[config.mk]
export PLATFORM = sky130hd
export DESIGN_NAME = irq_status_ctrl
export DESIGN_NICKNAME = d
export VERILOG_FILES = /design/src/rtl/irq_stat_pkg.sv /design/src/rtl/run_detector.sv /design/src/rtl/src_capture.sv /design/src/rtl/irq_status_ctrl.sv
export SDC_FILE = /design/constraint.sdc
export NUM_CORES = 1
export LEC_CHECK = 0
export ABC_AREA = 1
export ABC_CLOCK_PERIOD_IN_PS = 1800
export CAP_MARGIN = 20
export CORE_MARGIN = 8
export CORE_UTILIZATION = 40
export DETAILED_ROUTE_END_ITERATION = 7
export PLACE_DENSITY = 0.64
export REMOVE_ABC_BUFFERS = 1
export SYNTH_ARGS = -nofsm -noshare
export SYNTH_HDL_FRONTEND = slang
export SYNTH_SLANG_ARGS = --single-unit
[constraint.sdc]
create_clock -name clk -period 1.8 [get_ports clk]
set_input_delay 0.36 -clock clk [delete_from_list [all_inputs] [get_ports clk]]
set_output_delay 0.36 -clock clk [all_outputs]
set_load 0.02 [all_outputs]
[src/rtl/irq_stat_pkg.sv]
package irq_stat_pkg;

  localparam int NUM_SRC     = 8;
  localparam int NUM_MUTE_CH = 4;

  localparam logic [1:0] ADDR_STATUS = 2'd0;
  localparam logic [1:0] ADDR_MASK   = 2'd1;
  localparam logic [1:0] ADDR_MODE   = 2'd2;

  typedef enum logic [1:0] {
    TRIG_RISE  = 2'b00,
    TRIG_FALL  = 2'b01,
    TRIG_LEVEL = 2'b10,
    TRIG_RSVD  = 2'b11
  } trig_mode_e;

  // Trigger decision for one source given its level now and last cycle.
  function automatic logic trig_hit(input logic [1:0] mode, input logic lvl,
                                    input logic prev);
    case (trig_mode_e'(mode))
      TRIG_RISE: return lvl & ~prev;
      TRIG_FALL: return ~lvl & prev;
      default:   return lvl;
    endcase
  endfunction

  // Picks the 2-bit trigger field that governs status bit idx.
  function automatic logic [1:0] mode_for_bit(input logic [7:0] mode_reg,
                                              input int idx);
    if (idx >= 4)      return mode_reg[5:4];
    else if (idx >= 2) return mode_reg[3:2];
    else               return mode_reg[1:0];
  endfunction

  // Constant-sample classification used by the run detectors.
  function automatic logic [1:0] classify(input logic all_zero,
                                          input logic all_one);
    return {all_zero | all_one, all_one};
  endfunction

endpackage

[src/rtl/run_detector.sv]
module run_detector #(
  parameter int SAMPLE_W = 24,
  parameter int RUN_LEN  = 4096
) (
  input  logic                clk,
  input  logic                rst_n,
  input  logic                valid,
  input  logic [SAMPLE_W-1:0] data,
  output logic                muted,
  output logic                mute_pulse
);
  import irq_stat_pkg::*;

  localparam int CNT_W = $clog2(RUN_LEN + 1);
  localparam logic [CNT_W-1:0] LIMIT = CNT_W'(RUN_LEN);

  logic [CNT_W-1:0] cnt_q, cnt_d;
  logic             kind_q, kind_d;
  logic             pulse_q;
  logic [1:0]       cls;
  logic             is_const, is_ones, same_run, at_limit;

  assign cls      = classify(data == '0, &data);
  assign is_const = cls[1];
  assign is_ones  = cls[0];
  assign at_limit = (cnt_q == LIMIT);
  assign same_run = (cnt_q != '0) && (kind_q == is_ones);

  always_comb begin
    cnt_d  = cnt_q;
    kind_d = kind_q;
    if (valid) begin
      if (!is_const) begin
        cnt_d = '0;
      end else if (!same_run) begin
        cnt_d  = CNT_W'(1);
        kind_d = is_ones;
      end else if (!at_limit) begin
        cnt_d = cnt_q + CNT_W'(1);
      end
    end
  end

  always_ff @(posedge clk) begin
    if (!rst_n) begin
      cnt_q   <= '0;
      kind_q  <= 1'b0;
      pulse_q <= 1'b0;
    end else begin
      cnt_q   <= cnt_d;
      kind_q  <= kind_d;
      pulse_q <= valid && (cnt_d == LIMIT) && !(same_run && at_limit);
    end
  end

  assign muted      = at_limit;
  assign mute_pulse = pulse_q;

  p_pulse_single_r7: assert property (@(posedge clk) disable iff (!rst_n)
    mute_pulse |=> !mute_pulse);

  p_pulse_muted_r6: assert property (@(posedge clk) disable iff (!rst_n)
    mute_pulse |-> muted);

endmodule

[src/rtl/src_capture.sv]
module src_capture #(
  parameter int NSRC = 8
) (
  input  logic            clk,
  input  logic            rst_n,
  input  logic [NSRC-1:0] lvl,
  input  logic [7:0]      mode_reg,
  input  logic            clr,
  output logic [NSRC-1:0] status_q,
  output logic [NSRC-1:0] set_vec
);
  import irq_stat_pkg::*;

  logic [NSRC-1:0] prev_q;

  for (genvar i = 0; i < NSRC; i++) begin : g_trig
    assign set_vec[i] = trig_hit(mode_for_bit(mode_reg, i), lvl[i], prev_q[i]);
  end

  always_ff @(posedge clk) begin
    if (!rst_n) begin
      prev_q   <= '0;
      status_q <= '0;
    end else begin
      prev_q   <= lvl;
      status_q <= (clr ? '0 : status_q) | set_vec;
    end
  end

  p_sticky_r4: assert property (@(posedge clk) disable iff (!rst_n)
    !clr |=> ((status_q & $past(status_q)) == $past(status_q)));

  p_clear_r5: assert property (@(posedge clk) disable iff (!rst_n)
    (clr && set_vec == '0) |=> (status_q == '0));

endmodule

[src/rtl/irq_status_ctrl.sv]
module irq_status_ctrl #(
  parameter int SAMPLE_W = 24,
  parameter int RUN_LEN  = 4096
) (
  input  logic                  clk,
  input  logic                  rst_n,
  input  logic [3:0]            mute_valid,
  input  logic [4*SAMPLE_W-1:0] mute_data,
  input  logic [1:0]            clk_err,
  input  logic                  adc_ovfl_pos,
  input  logic                  adc_ovfl_neg,
  input  logic [1:0]            reg_addr,
  input  logic                  reg_wr,
  input  logic                  reg_rd,
  input  logic [7:0]            reg_wdata,
  output logic [7:0]            reg_rdata,
  output logic                  irq,
  output logic                  ovfl_out
);
  import irq_stat_pkg::*;

  logic [NUM_MUTE_CH-1:0] muted, mute_pulse;
  logic [NUM_SRC-1:0]     src_lvl, status_q, set_vec;
  logic [7:0]             mask_q, mode_q;
  logic                   status_clr, irq_q;

  for (genvar ch = 0; ch < NUM_MUTE_CH; ch++) begin : g_chan
    run_detector #(.SAMPLE_W(SAMPLE_W), .RUN_LEN(RUN_LEN)) u_run (
      .clk       (clk),
      .rst_n     (rst_n),
      .valid     (mute_valid[ch]),
      .data      (mute_data[ch*SAMPLE_W +: SAMPLE_W]),
      .muted     (muted[ch]),
      .mute_pulse(mute_pulse[ch])
    );
  end

  // Channel c lands on status bit 4+c; lower bits follow the fixed order.
  assign src_lvl    = {muted, clk_err, adc_ovfl_pos, adc_ovfl_neg};
  assign status_clr = reg_rd && (reg_addr == ADDR_STATUS);

  src_capture #(.NSRC(NUM_SRC)) u_cap (
    .clk     (clk),
    .rst_n   (rst_n),
    .lvl     (src_lvl),
    .mode_reg(mode_q),
    .clr     (status_clr),
    .status_q(status_q),
    .set_vec (set_vec)
  );

  always_ff @(posedge clk) begin
    if (!rst_n) begin
      mask_q <= '0;
      mode_q <= '0;
      irq_q  <= 1'b0;
    end else begin
      if (reg_wr && reg_addr == ADDR_MASK) mask_q <= reg_wdata;
      if (reg_wr && reg_addr == ADDR_MODE) mode_q <= reg_wdata;
      irq_q <= |(status_q & ~mask_q);
    end
  end

  always_comb begin
    case (reg_addr)
      ADDR_STATUS: reg_rdata = status_q;
      ADDR_MASK:   reg_rdata = mask_q;
      ADDR_MODE:   reg_rdata = mode_q;
      default:     reg_rdata = '0;
    endcase
  end

  assign irq      = irq_q;
  assign ovfl_out = adc_ovfl_pos | adc_ovfl_neg;

  p_mask_quiet_r8: assert property (@(posedge clk) disable iff (!rst_n)
    ((status_q & ~mask_q) == '0) |=> !irq);

  p_mute_sets_r3: assert property (@(posedge clk) disable iff (!rst_n)
    (mute_pulse[3] && mode_q[5:4] == 2'b00) |-> set_vec[7]);

endmodule

---- Word-level counts from Yosys, hierarchy flattened ----
Cells that the tools add are included.
word-level totals
  input bits .............................. 118
  bits in writable memories ............... 0
  memories kept ........................... 0
  latch bits .............................. 0
  register bits after elaboration ......... 89
  output and inout port bits .............. 10
  memory bits (read-only) ................. 0
cells by class
  equal/unequal tests ..................... 17
  add/subtract/negate cells ............... 4
  reduce and logical (&&, ||, !) cells .... 32
  $mul .................................... 0
  order comparisons ....................... 0
  muxes and demuxes ....................... 22
  bitwise gates (word level) .............. 44
  divide/modulo/power cells ............... 0
  shift-type cells ........................ 0
operator list
  kind                                           number
  two-way mux 13 bit                             12
  logical NOT 24 bit                             4
  AND reduction 24 bit                           4
  adder 13 x 1 -> 13 bit, second input constant  4
  == test 13 bit, second input constant          4
  nonzero test 13 bit                            4
  one-hot mux 8 bit (3 select lines)             1
  inverter 1 bit                                 20
  AND 1 bit                                      16
  one-hot mux 1 bit (2 select lines)             8
  != test 3 bit, second input constant           4
  AND reduction 3 bit                            4
  AND 8 bit                                      1
  == test 2 x 1 -> 1 bit, second input constant  4
  logical NOT 2 bit                              4
  two-way mux 8 bit                              1
  inverter 8 bit                                 1
  bitwise OR 8 bit                               1
  AND reduction 2 bit                            4
  OR reduction 8 bit                             1
  logical AND 1 bit                              7
  bitwise OR 1 bit                               5
  == test 1 bit                                  4
  == test 2 bit, second input constant           1

---- Longest topological paths before layout ----
Gate-level depths: netlist of the first run.
  word-level depth ........................ 5
  gate-level depth with buffers ........... 12
  mapped depth without buffers ............ 12

---- Modules after synthesis ----
Synthesis of the first run repeated with hierarchy kept, for this count alone.
unflattened totals
  cell total of the unflattened synthesis .. 1257
  area, all modules ....................... 7440.9 um2
modules (own cells, without submodules)
  module                               area an instance (um2)  seq. area each (um2)  cells each  instances
  run_detector at g_chan[2].u_run ...  1473.9                  300.3                 254         2
  run_detector at g_chan[1].u_run      1463.9                  300.3                 254         1
  run_detector at g_chan[0].u_run      1400.1                  300.3                 246         1
  irq_status_ctrl                      823.3                   340.3                 119         1
  src_capture                          805.8                   320.3                 130         1

---- Worst setup path before layout of the first run ----
Ideal clock, no wire load.
  kind .................................... register -> register
  from .................................... register g_chan[3].u_run.cnt_q[0]
  to ...................................... register g_chan[3].u_run.cnt_q[4]
  setup time .............................. 0.113 ns
  arrival time ............................ 1.523 ns
  path buffers ............................ 0
  cell stages (with the launch flop) ...... 12
  slack ................................... 0.164 ns
  clock period less this slack ............ 1.636 ns
  cell sequence ........................... dfxtp_1 > inv_1 > ha_1 > nor3b_1 > nand3_1 > nand2_1 > nor2_4 > nand3_4 > nand2_2 > inv_1 > nor2_1 > nor2_1
between the ends
  cells in the longest elaborated chain, start to end .. 4
  elaborated cells between the ends (all ways) .. 9
  those cells by class .................... add/sub (1); eq/ne (2); mux (3); reduce/logical (3)
ends and longest elaborated chain
  what                                                           RTL line                                source
  start: declaration                                             run_detector.sv:17                      logic [CNT_W-1:0] cnt_q, cnt_d;
  start signal: assignment                                       run_detector.sv:50                      cnt_q <= cnt_d;
  adder 13 x 1 -> 13 bit or nonzero test 13 bit (tied branches)  run_detector.sv:39, run_detector.sv:27
  two-way mux 13 bit or logical AND 1 bit (tied branches)        run_detector.sv:38, run_detector.sv:27
  two-way mux 13 bit or != test 3 bit (tied branches)            -
  two-way mux 13 bit or AND reduction 2 bit (tied branches)      -
Parallel ways exist; a longest one is shown, timed or not. The select of a mux whose other input is x is not followed.
A chain may end at the register's enable or synchronous reset.

---- Worst setup path in the final report of the first run ----
  from .................................... input port mute_data[2]
  to ...................................... register g_chan[0].u_run.cnt_q[5]
between the ends
  cells in the longest elaborated chain, start to end .. 5
  elaborated cells between the ends (all ways) .. 9
  those cells by class .................... eq/ne (2); mux (2); bitwise (1); reduce/logical (4)
ends and longest elaborated chain
  what                                                                        RTL line              source
  start: declaration                                                          irq_status_ctrl.sv:8  input logic [4*SAMPLE_W-1:0] mute_data,
  AND reduction 24 bit                                                        run_detector.sv:23    assign cls = classify(data == '0, &data);
  == test 1 bit                                                               run_detector.sv:27    assign same_run = (cnt_q != '0) && (kind_q == is_ones);
  logical AND 1 bit                                                           run_detector.sv:27
  != test 3 bit (no source line) or two-way mux 13 bit (tied branches)        -
  AND reduction 2 bit (no source line) or two-way mux 13 bit (tied branches)  -
  end signal: assignment                                                      run_detector.sv:50
  end: declaration                                                            run_detector.sv:17
Parallel ways exist; a longest one is shown, timed or not.

==> results of run 1 <==
[through the flow]
stage / util / hold slack, ns / TNS [ns] / cell area (um^2)
6_report: 0.586 / 0.480 / 0 / 8880
3_5_place_dp: 0.534 / 0.459 / -20.67 / 8090
5_1_grt: 0.586 / 0.496 / -0.0128 / 8880
3_3_place_gp: 0.534 / 0.461 / -19.32 / 8090
2_1_floorplan: - / 0.429 / -0.157 / 6040
4_1_cts: 0.551 / 0.481 / 0 / 8350
[area by class of cell]
class,instances,area share
Tap cell,188,0.0265
Inverter,136,0.0575
Clock inverter,7,0.00705
Sequential cell,89,0.201
Multi-Input combinational cell,765,0.450
Timing Repair Buffer,202,0.232
Clock buffer,9,0.0254
[worst register-to-register path: cells and delay by family (launching register included)]
family        cells  cell delay [ns]
buf+inv           3             0.28
flops             1             0.36
fa+ha+maj         1             0.15
simple gates      8             0.80
[state kept, by name, summed over array words and instances, names as in the netlist]
register / count
u_cap.prev_q: 8
g_chan.u_run.kind_q: 4
mask_q: 8
u_cap.status_q: 8
irq: 1
g_chan.u_run.cnt_q: 52
mode_q: 8
[cell usage after synthesis, types with 3 or more instances]
master / instances / area, um^2
nand3b_1: 8 / 60.1
nand3_1: 111 / 556
a21oi_2: 4 / 35.0
nand3_2: 17 / 170
nor2_1: 192 / 721
inv_2: 6 / 22.5
nor3_1: 22 / 110
xor2_1: 15 / 131
nor2_2: 4 / 25.0
a21oi_1: 26 / 130
inv_1: 130 / 488
a32oi_1: 4 / 35.0
nor3b_1: 4 / 30.0
clkbuf_1: 11 / 41.3
nand2_1: 263 / 987
nand4_1: 21 / 131
ha_1: 8 / 100
buf_6: 4 / 45.0
o21ai_0: 25 / 125
nor2_4: 9 / 101
o221ai_1: 8 / 70.1
o211ai_1: 6 / 45.0
buf_2: 9 / 45.0
nand3_4: 4 / 70.1
nand2_2: 3 / 18.8
dfxtp_1: 89 / 1780
[worst max path at each step]
stage,endpoint,slack (ns)
floorplan,g_chan[0].u_run.cnt_q[1]$_SDFFE_PN0P_,-0.02
global placement,reg_rdata[4],-0.52
detailed placement,reg_rdata[0],-0.55
CTS,g_chan[3].u_run.cnt_q[9]$_SDFFE_PN0P_,0.01
global route,g_chan[2].u_run.cnt_q[3]$_SDFFE_PN0P_,-0.009
finish,g_chan[0].u_run.cnt_q[5]$_SDFFE_PN0P_,0.10
[timing repair]
| action | 4_1_cts | 5_1_grt |
|---|---|---|
| pin swaps | 1 | 64 |
| resized for setup | 49 | 153 |
| endpoints found under the setup margin | 9 | 49 |
| setup buffers | 1 | 6 |
| cloned | 0 | 1 |
| hold buffers | 0 | 0 |
[per-layer routing]
layer  track usage  part of all wire  vias up
li1              -                 -     3619
met5             0                 0        -
met4        0.0497             0.011        0
met3        0.0313             0.054       11
met1         0.219              0.48     2900
met2         0.268              0.46      142
[cells by family (layout without fill, tap and decap cells)]
| kind of cell | count (synthesis) | in the layout | synth area share |
|---|---|---|---|
| AO/OA/AOI/OAI | 79 | 79 | 0.0797 |
| adder cells (fa/ha/maj) | 8 | 8 | 0.0162 |
| XOR/XNOR | 15 | 15 | 0.0212 |
| buffers and inverters | 163 | 354 | 0.106 |
| flip-flops | 89 | 89 | 0.288 |
| AND/OR/NAND/NOR | 663 | 663 | 0.488 |
[layout by cell type (no fill, tap or decap), types with 5 or more instances in the layout]
master and n:
xor2_1 15, o221ai_1 7, buf_4 66, nor2_2 12, a21oi_2 5, nor3_1 19, a21oi_1 24, nand3b_1 8
buf_2 8, o211ai_1 6, clkbuf_16 10, o21ai_0 25, dfxtp_1 84, nand3_2 28, buf_6 6, nor2_1 181
ha_1 5, nand2_2 14, inv_2 14, inv_1 122, nand2_1 249, nor2_4 12, dlymetal6s2s_1 79, clkdlybuf4s50_1 36
dfxtp_2 5, nand4_1 21, nand3_1 100
[report_power, final]
group          internal [uW]  switching, uW
clock network            966            873
logic                    460            462
registers               2030           47.4
total                   3460           1380
==> flow_summary.json, run 1 <==
{
  "status": "completed",
  "dp_cells": 1373,
  "hold_viol": 0,
  "rows": 45,
  "crit_buf_inv": 3,
  "critical_path.most_common_cell": "nor2_4",
  "syn_to_final_growth_pct": 43.5,
  "syn_area_um2": 6180,
  "dr.pass1.iters": 5,
  "start_util": 0.408,
  "relSlewSlack": 0.598,
  "worst_skew_pair.late_latency_ns": 0.35,
  "synth_warnings": 0,
  "io_pins": 128,
  "ant_nets": 0,
  "path_depth": 11,
  "async_flop_share": 0,
  "pre_cts_ws_ns": -0.547,
  "synth_flop_cell": "dfxtp_1",
  "path_clk_slew_ns": 0.07,
  "max_freq_mhz": 588,
  "cp.required_ns": 2.04,
  "grt_pass1_wl_um": 27800,
  "syn_inst": 1017,
  "period_share": 0.944,
  "crit_fanout": 6,
  "cts_tree": "done",
  "dp_hpwl_um": 12700,
  "fin_crit_ns": 1.70,
  "finClkSkew_ns": 0.00916,
  "cts_buffer_depth": 2,
  "seq_area_um2": 1790,
  "rsz0062_at_grt": "true",
  "p_leak_uw": 0.00441,
  "rrSetupSlack_ns": 0.12,
  "route.vias.total": 6672,
  "path_class": "in -> reg",
  "ys_ff_latch": 89,
  "cap_viol_max_count": 0,
  "arrival_ns": 1.94,
  "min-delay-start": "mode_q[7]$_SDFFE_PN0P_",
  "io_buffers": 127,
  "grt_max_degree": 32,
  "finalMaxSlewViolations": 0,
  "syn_avg_cell_area_um2": 6.08,
  "nets": 1329,
  "finalSetupViolCount": 0,
  "crit_path_top_delay_cell": "clkdlybuf4s50_1",
  "diodes": 0,
  "wire_per_inst_um": 11.9,
  "drive_gt1_frac": 0.178,
  "root_buffer": "clkbuf_16",
  "min_to": "mode_q[7]$_SDFFE_PN0P_",
  "fp.dieArea_um2": 19700,
  "antenna_found_initial": 0,
  "die_h_um": 140,
  "drc_errors": 0,
  "p_per_area_nw_per_um2": 545,
  "fin_ws_ns": 0.100,
  "setup.worst_path.end_class": "flip-flop",
  "synth.distinct_cells": 35,
  "cpLargestDelayFamily": "simple AND/OR/NAND/NOR gates",
  "initialDrtViolationCount": 421,
  "stdcell_count": 1396,
  "total_power_uw": 4840,
  "cp-start-kind": "input pin",
  "ir_drop_v": 0.000667,
  "hold_depth": 2,
  "totalWireLength_um": 16700,
  "cts-buffers-inserted": 9,
  "worstReg2RegEnd": "g_chan[1].u_run.cnt_q[12]$_SDFFE_PN0P_",
  "max_stage_delay_ns": 0.48,
  "synth_edf_count": 0,
  "multi_input_area_um2": 3990,
  "yosysSeqAreaShare": 0.288,
  "viasPerCell": 4.78,
  "htreeDepth": 3,
  "crit_chain": "clkdlybuf4s50_1 -> nand4_1 -> nor2_4 -> a21oi_4 -> nor2_4 -> nand3_4 -> clkbuf_16 -> nand3_1 -> nand2_1 -> inv_1 -> nor2_1",
  "grt-ovfl-total": 0,
  "grt_pass1_vias": 6245,
  "reg2reg_from": "g_chan[1].u_run.cnt_q[1]$_SDFFE_PN0P_",
  "grtUsageTotal": 0.166,
  "dieWidth_um": 140,
  "fillCellCount": 1423,
  "max_slew.worst_pin.slew_ns": 0.603,
  "gp_congestion": 0.838,
  "ff2ff_path_depth": 12,
  "coreArea_um2": 15100,
  "hp-class": "reg -> reg",
  "clock_sinks": 89,
  "crit_start": "mute_data[2]"
}
Power figures use the tool's default switching activity.
==> inputs of run 2 (changes only) <==
Settings changed: ABC_CLOCK_PERIOD_IN_PS 1800 to 2200.
Clock period 1.8 ns to 2.2 ns, I/O delays scaled along.
==> flow_summary.json, run 2 (synthesized netlist as in run 1, its figures left out) <==
{
  "largest_reg_flops": 52,
  "antenna_found_initial": 0,
  "clock_sinks": 89,
  "ant_nets": 0,
  "stdcell_count": 1354,
  "htreeDepth": 3,
  "ff2ff_path_depth": 10,
  "dieWidth_um": 140,
  "root_buffer": "clkbuf_16",
  "nets": 1287,
  "hp-class": "reg -> reg",
  "rsz0062_at_grt": "false",
  "totalWireLength_um": 15900,
  "cp.required_ns": 1.76,
  "grt_max_degree": 43,
  "period_share": 0.959,
  "cts-buffers-inserted": 9,
  "drive_gt1_frac": 0.0952,
  "setup.worst_path.end_class": "primary output",
  "io_buffers": 127,
  "top_register": "g_chan.u_run.cnt_q",
  "grt_pass1_vias": 6005,
  "crit_fanout": 3,
  "final_common_cell": "nand2_1",
  "coreArea_um2": 15100,
  "rows": 45,
  "most-common-layout-cells": "263 x nand2_1, 192 x nor2_1, 130 x inv_1",
  "relSlewSlack": 0.604,
  "endpoint": "ovfl_out",
  "syn_to_final_growth_pct": 30.8,
  "initialDrtViolationCount": 410,
  "hold_viol": 0,
  "finalMaxSlewViolations": 0,
  "cp-start-kind": "input pin",
  "cts_tree": "done",
  "finClkSkew_ns": 0.00662,
  "grt-ovfl-total": 0,
  "cts_hold_buf": 0,
  "dr.pass1.iters": 5,
  "finalSetupViolCount": 0,
  "post-cts-setup-buffers": 0,
  "wire_per_inst_um": 11.8,
  "cap_viol_max_count": 0,
  "route.vias.total": 6463,
  "place_area_um2": 7820,
  "max_slew.worst_pin.slew_ns": 0.593,
  "path_clk_slew_ns": 0.07,
  "critical_path.most_common_cell": "clkdlybuf4s50_1",
  "postLayoutCoreUtil": 0.534,
  "p_leak_uw": 0.00343,
  "crit_chain": "clkdlybuf4s50_1 -> inv_1 -> nand2_1 -> clkdlybuf4s50_1",
  "worstReg2RegEnd": "g_chan[3].u_run.cnt_q[9]$_SDFFE_PN0P_",
  "reg2reg_from": "g_chan[3].u_run.cnt_q[0]$_SDFFE_PN0P_",
  "die_h_um": 140,
  "crit_path_top_delay_cell": "clkdlybuf4s50_1",
  "grt_pass1_wl_um": 27600,
  "ctsResizeCount": 10,
  "fp.dieArea_um2": 19700,
  "status": "completed",
  "diodes": 0,
  "fin_crit_ns": 2.11,
  "dp_cells": 1338,
  "ir_drop_v": 0.000381,
  "rrSetupSlack_ns": 0.34,
  "cts_buffer_depth": 2,
  "dp_hpwl_um": 12400,
  "worst_skew_pair.late_latency_ns": 0.35,
  "postLayoutCellArea_um2": 8090,
  "gp_congestion": 0.861,
  "grtUsageTotal": 0.165,
  "p_per_area_nw_per_um2": 498,
  "io_pins": 128,
  "path_class": "in -> out",
  "start_util": 0.408,
  "max_freq_mhz": 474,
  "final.setup.tns_ns": 0,
  "max_stage_delay_ns": 0.60,
  "viasPerCell": 4.77,
  "crit_start": "adc_ovfl_neg",
  "arrival_ns": 1.67,
  "drc_errors": 0
}
[run 2: cell count changes in the layout (fill, tap and decap cells not counted), moves of 8 or more]
cell,previous run,this run
inv_1,122,130
nor2_1,181,192
clkbuf_2,0,8
nand3_2,28,17
nand3_1,100,111
nand2_2,14,3
dlymetal6s2s_1,79,0
nand2_1,249,263
nor2_2,12,4
buf_4,66,30
clkdlybuf4s50_1,36,118
inv_2,14,6
[run 2: final cells by class]
| class | instances | area (um^2) |
|---|---|---|
| timing repair buffer | 160 | 1510 |
| fill | 1530 | 7060 |
| clock inverter | 6 | 67.6 |
| multi-input combinational | 765 | 3740 |
| clock buffer | 10 | 239 |
| sequential | 89 | 1780 |
| tap | 188 | 235 |
| inverter | 136 | 510 |
[run 2: critical path: cells and delay by family]
| kind | cells | cell delay (ns) |
|---|---|---|
| simple gates | 1 | 0.06 |
| buf+inv | 3 | 1.17 |
[run 2: worst min-delay path by stage]
stage                     slack [ns]  depth (start not counted)                    from                      to
after floorplan                 0.43                          2  mode_q[6]$_SDFFE_PN0P_  mode_q[6]$_SDFFE_PN0P_
after global placement          0.46                          2  mode_q[7]$_SDFFE_PN0P_  mode_q[7]$_SDFFE_PN0P_
after global routing            0.50                          2  mode_q[7]$_SDFFE_PN0P_  mode_q[7]$_SDFFE_PN0P_
after CTS                       0.47                          2  mode_q[7]$_SDFFE_PN0P_  mode_q[7]$_SDFFE_PN0P_
after detailed placement        0.46                          2  mode_q[7]$_SDFFE_PN0P_  mode_q[7]$_SDFFE_PN0P_
final                           0.48                          2  mode_q[7]$_SDFFE_PN0P_  mode_q[7]$_SDFFE_PN0P_
[run 2: where the power goes]
group,internal [uW],switching [uW]
sequential,1660,42.3
clock,914,691
combinational,370,351
[run 2: per-layer routing]
metal  global-route usage  part of all wire  routed length (um)
met5                    0                 0                   0
met4               0.0366            0.0080                 127
met3               0.0347             0.045                 719
met2                0.269              0.45                7170
met1                0.217              0.50                7900
[run 2: metrics by stage]
| stage | setup WS, ns | power (uW) | hold slack (ns) |
|---|---|---|---|
| finish | 0.0912 | 4030 | 0.483 |
| detailed placement | -0.287 | 2470 | 0.461 |
| CTS | 0.00617 | 4070 | 0.471 |
| global placement | -0.279 | 2470 | 0.462 |
| floorplan | 0.367 | 2050 | 0.429 |
| global route | 0.0255 | 4240 | 0.495 |
==> inputs of run 3 (changes only) <==
Settings changed: ABC_AREA 1 to default, ABC_CLOCK_PERIOD_IN_PS 2200 to default, PLACE_DENSITY 0.64 to 0.66.
==> flow_summary.json, run 3 <==
{
  "rows": 41,
  "grtUsageTotal": 0.182,
  "postLayoutCoreUtil": 0.566,
  "fp.dieArea_um2": 16600,
  "synth.area.mux_share": 0.0373,
  "max_slew.worst_pin.slew_ns": 0.588,
  "synth_top_family_by_area": "simple AND/OR/NAND/NOR gates",
  "most-common-layout-cells": "118 x clkdlybuf4s50_1, 89 x dfxtp_1, 70 x nand2_1",
  "synth_warnings": 0,
  "drc_errors": 0,
  "hold_viol": 0,
  "rsz0062_at_grt": "false",
  "met3_wirelength_um": 723,
  "rrSetupSlack_ns": 0.17,
  "grt_max_degree": 40,
  "cpLargestDelayFamily": "buffers and inverters",
  "critical_path.most_common_cell": "clkdlybuf4s50_1",
  "yosysSeqAreaShare": 0.349,
  "worstReg2RegEnd": "g_chan[0].u_run.cnt_q[6]$_SDFFE_PN0P_",
  "root_buffer": "clkbuf_16",
  "totalWireLength_um": 15100,
  "dp_cells": 957,
  "final_common_cell": "clkdlybuf4s50_1",
  "drive_gt1_frac": 0.131,
  "io_pins": 128,
  "syn_inst": 643,
  "worst_skew_pair.late_latency_ns": 0.34,
  "synthAdderAreaFrac": 0.0196,
  "endpoint": "ovfl_out",
  "grt_pass1_wl_um": 25200,
  "top_register": "g_chan.u_run.cnt_q",
  "die_h_um": 129,
  "syn_area_um2": 5100,
  "wire_per_inst_um": 15.5,
  "crit_buf_inv": 2,
  "largest_reg_flops": 52,
  "fin_crit_ns": 2.13,
  "coreArea_um2": 12500,
  "hold_depth": 2,
  "crit_chain": "clkdlybuf4s50_1 -> or2_2 -> clkdlybuf4s50_1",
  "period_share": 0.967,
  "synth_top_area_frac": 0.349,
  "route.vias.total": 5457,
  "pre_cts_ws_ns": -0.262,
  "finClkSkew_ns": 0.00514,
  "p_leak_uw": 0.00244,
  "clock_sinks": 89,
  "synth_flop_cell": "dfxtp_1",
  "viasPerCell": 5.60,
  "ir_drop_v": 0.000432,
  "syn_to_final_growth_pct": 38.9,
  "gp_congestion": 0.869,
  "place_area_um2": 6780,
  "ys_top_cells_by_count": "89 x dfxtp_1, 70 x nand2_1, 63 x nand4_1, 56 x nor2_1, 36 x nand3_1",
  "syn_avg_cell_area_um2": 7.94,
  "cts-buffers-inserted": 9,
  "relSlewSlack": 0.606,
  "fin_ws_ns": 0.0719,
  "reg2reg_from": "g_chan[0].u_run.cnt_q[0]$_SDFFE_PN0P_",
  "io_buffers": 127,
  "initialDrtViolationCount": 320,
  "setup.worst_path.end_class": "primary output",
  "cp.required_ns": 1.76,
  "dp_hpwl_um": 11900,
  "cts_buffer_depth": 2,
  "crit_path_top_delay_cell": "clkdlybuf4s50_1",
  "hp-class": "reg -> reg",
  "p_per_area_nw_per_um2": 511,
  "synth_top_cells_by_area": "dfxtp_1 35%, nand4_1 7.7%, nand2_1 5.1%",
  "met2_length_um": 7560,
  "nets": 924,
  "arrival_ns": 1.69,
  "crit_start": "adc_ovfl_neg",
  "synth-xor-area-share": 0.0120,
  "total_power_uw": 3620,
  "drt-met1-wl_um": 6710,
  "crit_fanout": 2,
  "cts_tree": "done",
  "highest_layer": "met4",
  "yosys.cell_count.top_type": "dfxtp_1",
  "start_util": 0.408,
  "path_clk_slew_ns": 0.06,
  "yosys.area.top_type": "dfxtp_1",
  "postLayoutCellArea_um2": 7090,
  "diodes": 0,
  "max_stage_delay_ns": 0.54,
  "async_flop_share": 0,
  "fillCellCount": 1228,
  "path_class": "in -> out",
  "ant_nets": 0,
  "grt-ovfl-total": 0,
  "dr.pass1.iters": 5,
  "ys_ff_latch": 89,
  "synth_edf_count": 0,
  "max_freq_mhz": 470,
  "synth_compound_area_frac": 0.174,
  "cp-start-kind": "input pin",
  "htreeDepth": 3,
  "synthSimpleGateAreaFrac": 0.367,
  "finalMaxSlewViolations": 0,
  "cap_viol_max_count": 0,
  "path_depth": 3,
  "antenna_found_initial": 0,
  "status": "completed",
  "ff2ff_path_depth": 9,
  "dieWidth_um": 129,
  "stdcell_count": 975,
  "finalSetupViolCount": 0,
  "grt_pass1_vias": 5467,
  "cts_hold_buf": 0,
  "synth.distinct_cells": 56
}
[run 3: worst reg2reg max path: cells and delay by family (launching register included)]
family,cells,cell delay [ns]
buf+inv,2,0.25
fa+ha+maj,1,0.19
flops,1,0.36
simple gates,5,0.96
compound gates,1,0.18
[run 3: timing repair]
item / in CTS / in global routing
resized for setup: 11 / 30
buffers inserted: 0 / 2
pin swaps: 0 / 4
endpoints found under the setup margin: 8 / 23
[run 3: routing by layer]
layer / GRT usage / up-vias
met4: 0.0470 / 0
met5: 0 / -
met2: 0.325 / 131
li1: - / 2735
met1: 0.217 / 2582
met3: 0.0372 / 9
[run 3: worst min-delay path by stage]
stage / from / endpoint
3_5_place_dp: mode_q[7]$_SDFFE_PN0P_ / mode_q[7]$_SDFFE_PN0P_
2_1_floorplan: mode_q[6]$_SDFFE_PN0P_ / mode_q[6]$_SDFFE_PN0P_
3_3_place_gp: mode_q[6]$_SDFFE_PN0P_ / mode_q[6]$_SDFFE_PN0P_
4_1_cts: mode_q[7]$_SDFFE_PN0P_ / mode_q[7]$_SDFFE_PN0P_
6_report: mode_q[7]$_SDFFE_PN0P_ / mode_q[7]$_SDFFE_PN0P_
5_1_grt: mode_q[7]$_SDFFE_PN0P_ / mode_q[7]$_SDFFE_PN0P_
[run 3: through the flow]
step / hold WS, ns / TNS, ns
final: 0.469 / 0
after global routing: 0.498 / 0
after CTS: 0.470 / 0
after detailed placement: 0.461 / -8.14
after global placement: 0.460 / -5.21
after floorplan: 0.437 / 0
[run 3: final cells by class]
cell class                      instances  area (um^2)  share of cell area
Clock buffer                           11          253              0.0357
Clock inverter                          5         37.5             0.00530
Inverter                               26         97.6              0.0138
Multi-Input combinational cell        502         3150               0.445
Sequential cell                        89         1780               0.251
Tap cell                              172          215              0.0304
Timing Repair Buffer                  170         1550               0.219
[run 3: cells by family (layout without fill, tap and decap cells)]
group                      count (synthesis)  after routing
AOI/OAI and AO/OA                        132            132
xor gates and xnor gates                   7              7
adders and majority gates                  8              8
buffers and inverters                     52            212
DFF                                       89             89
muxes                                     19             19
and+or+nand+nor                          336            336
[run 3: power by group]
part           total (uW)  internal, uW  switching, uW
Sequential           1650          1630           19.2
Clock                1490           832            655
Combinational         481           275            206
Total                3620          2740            880
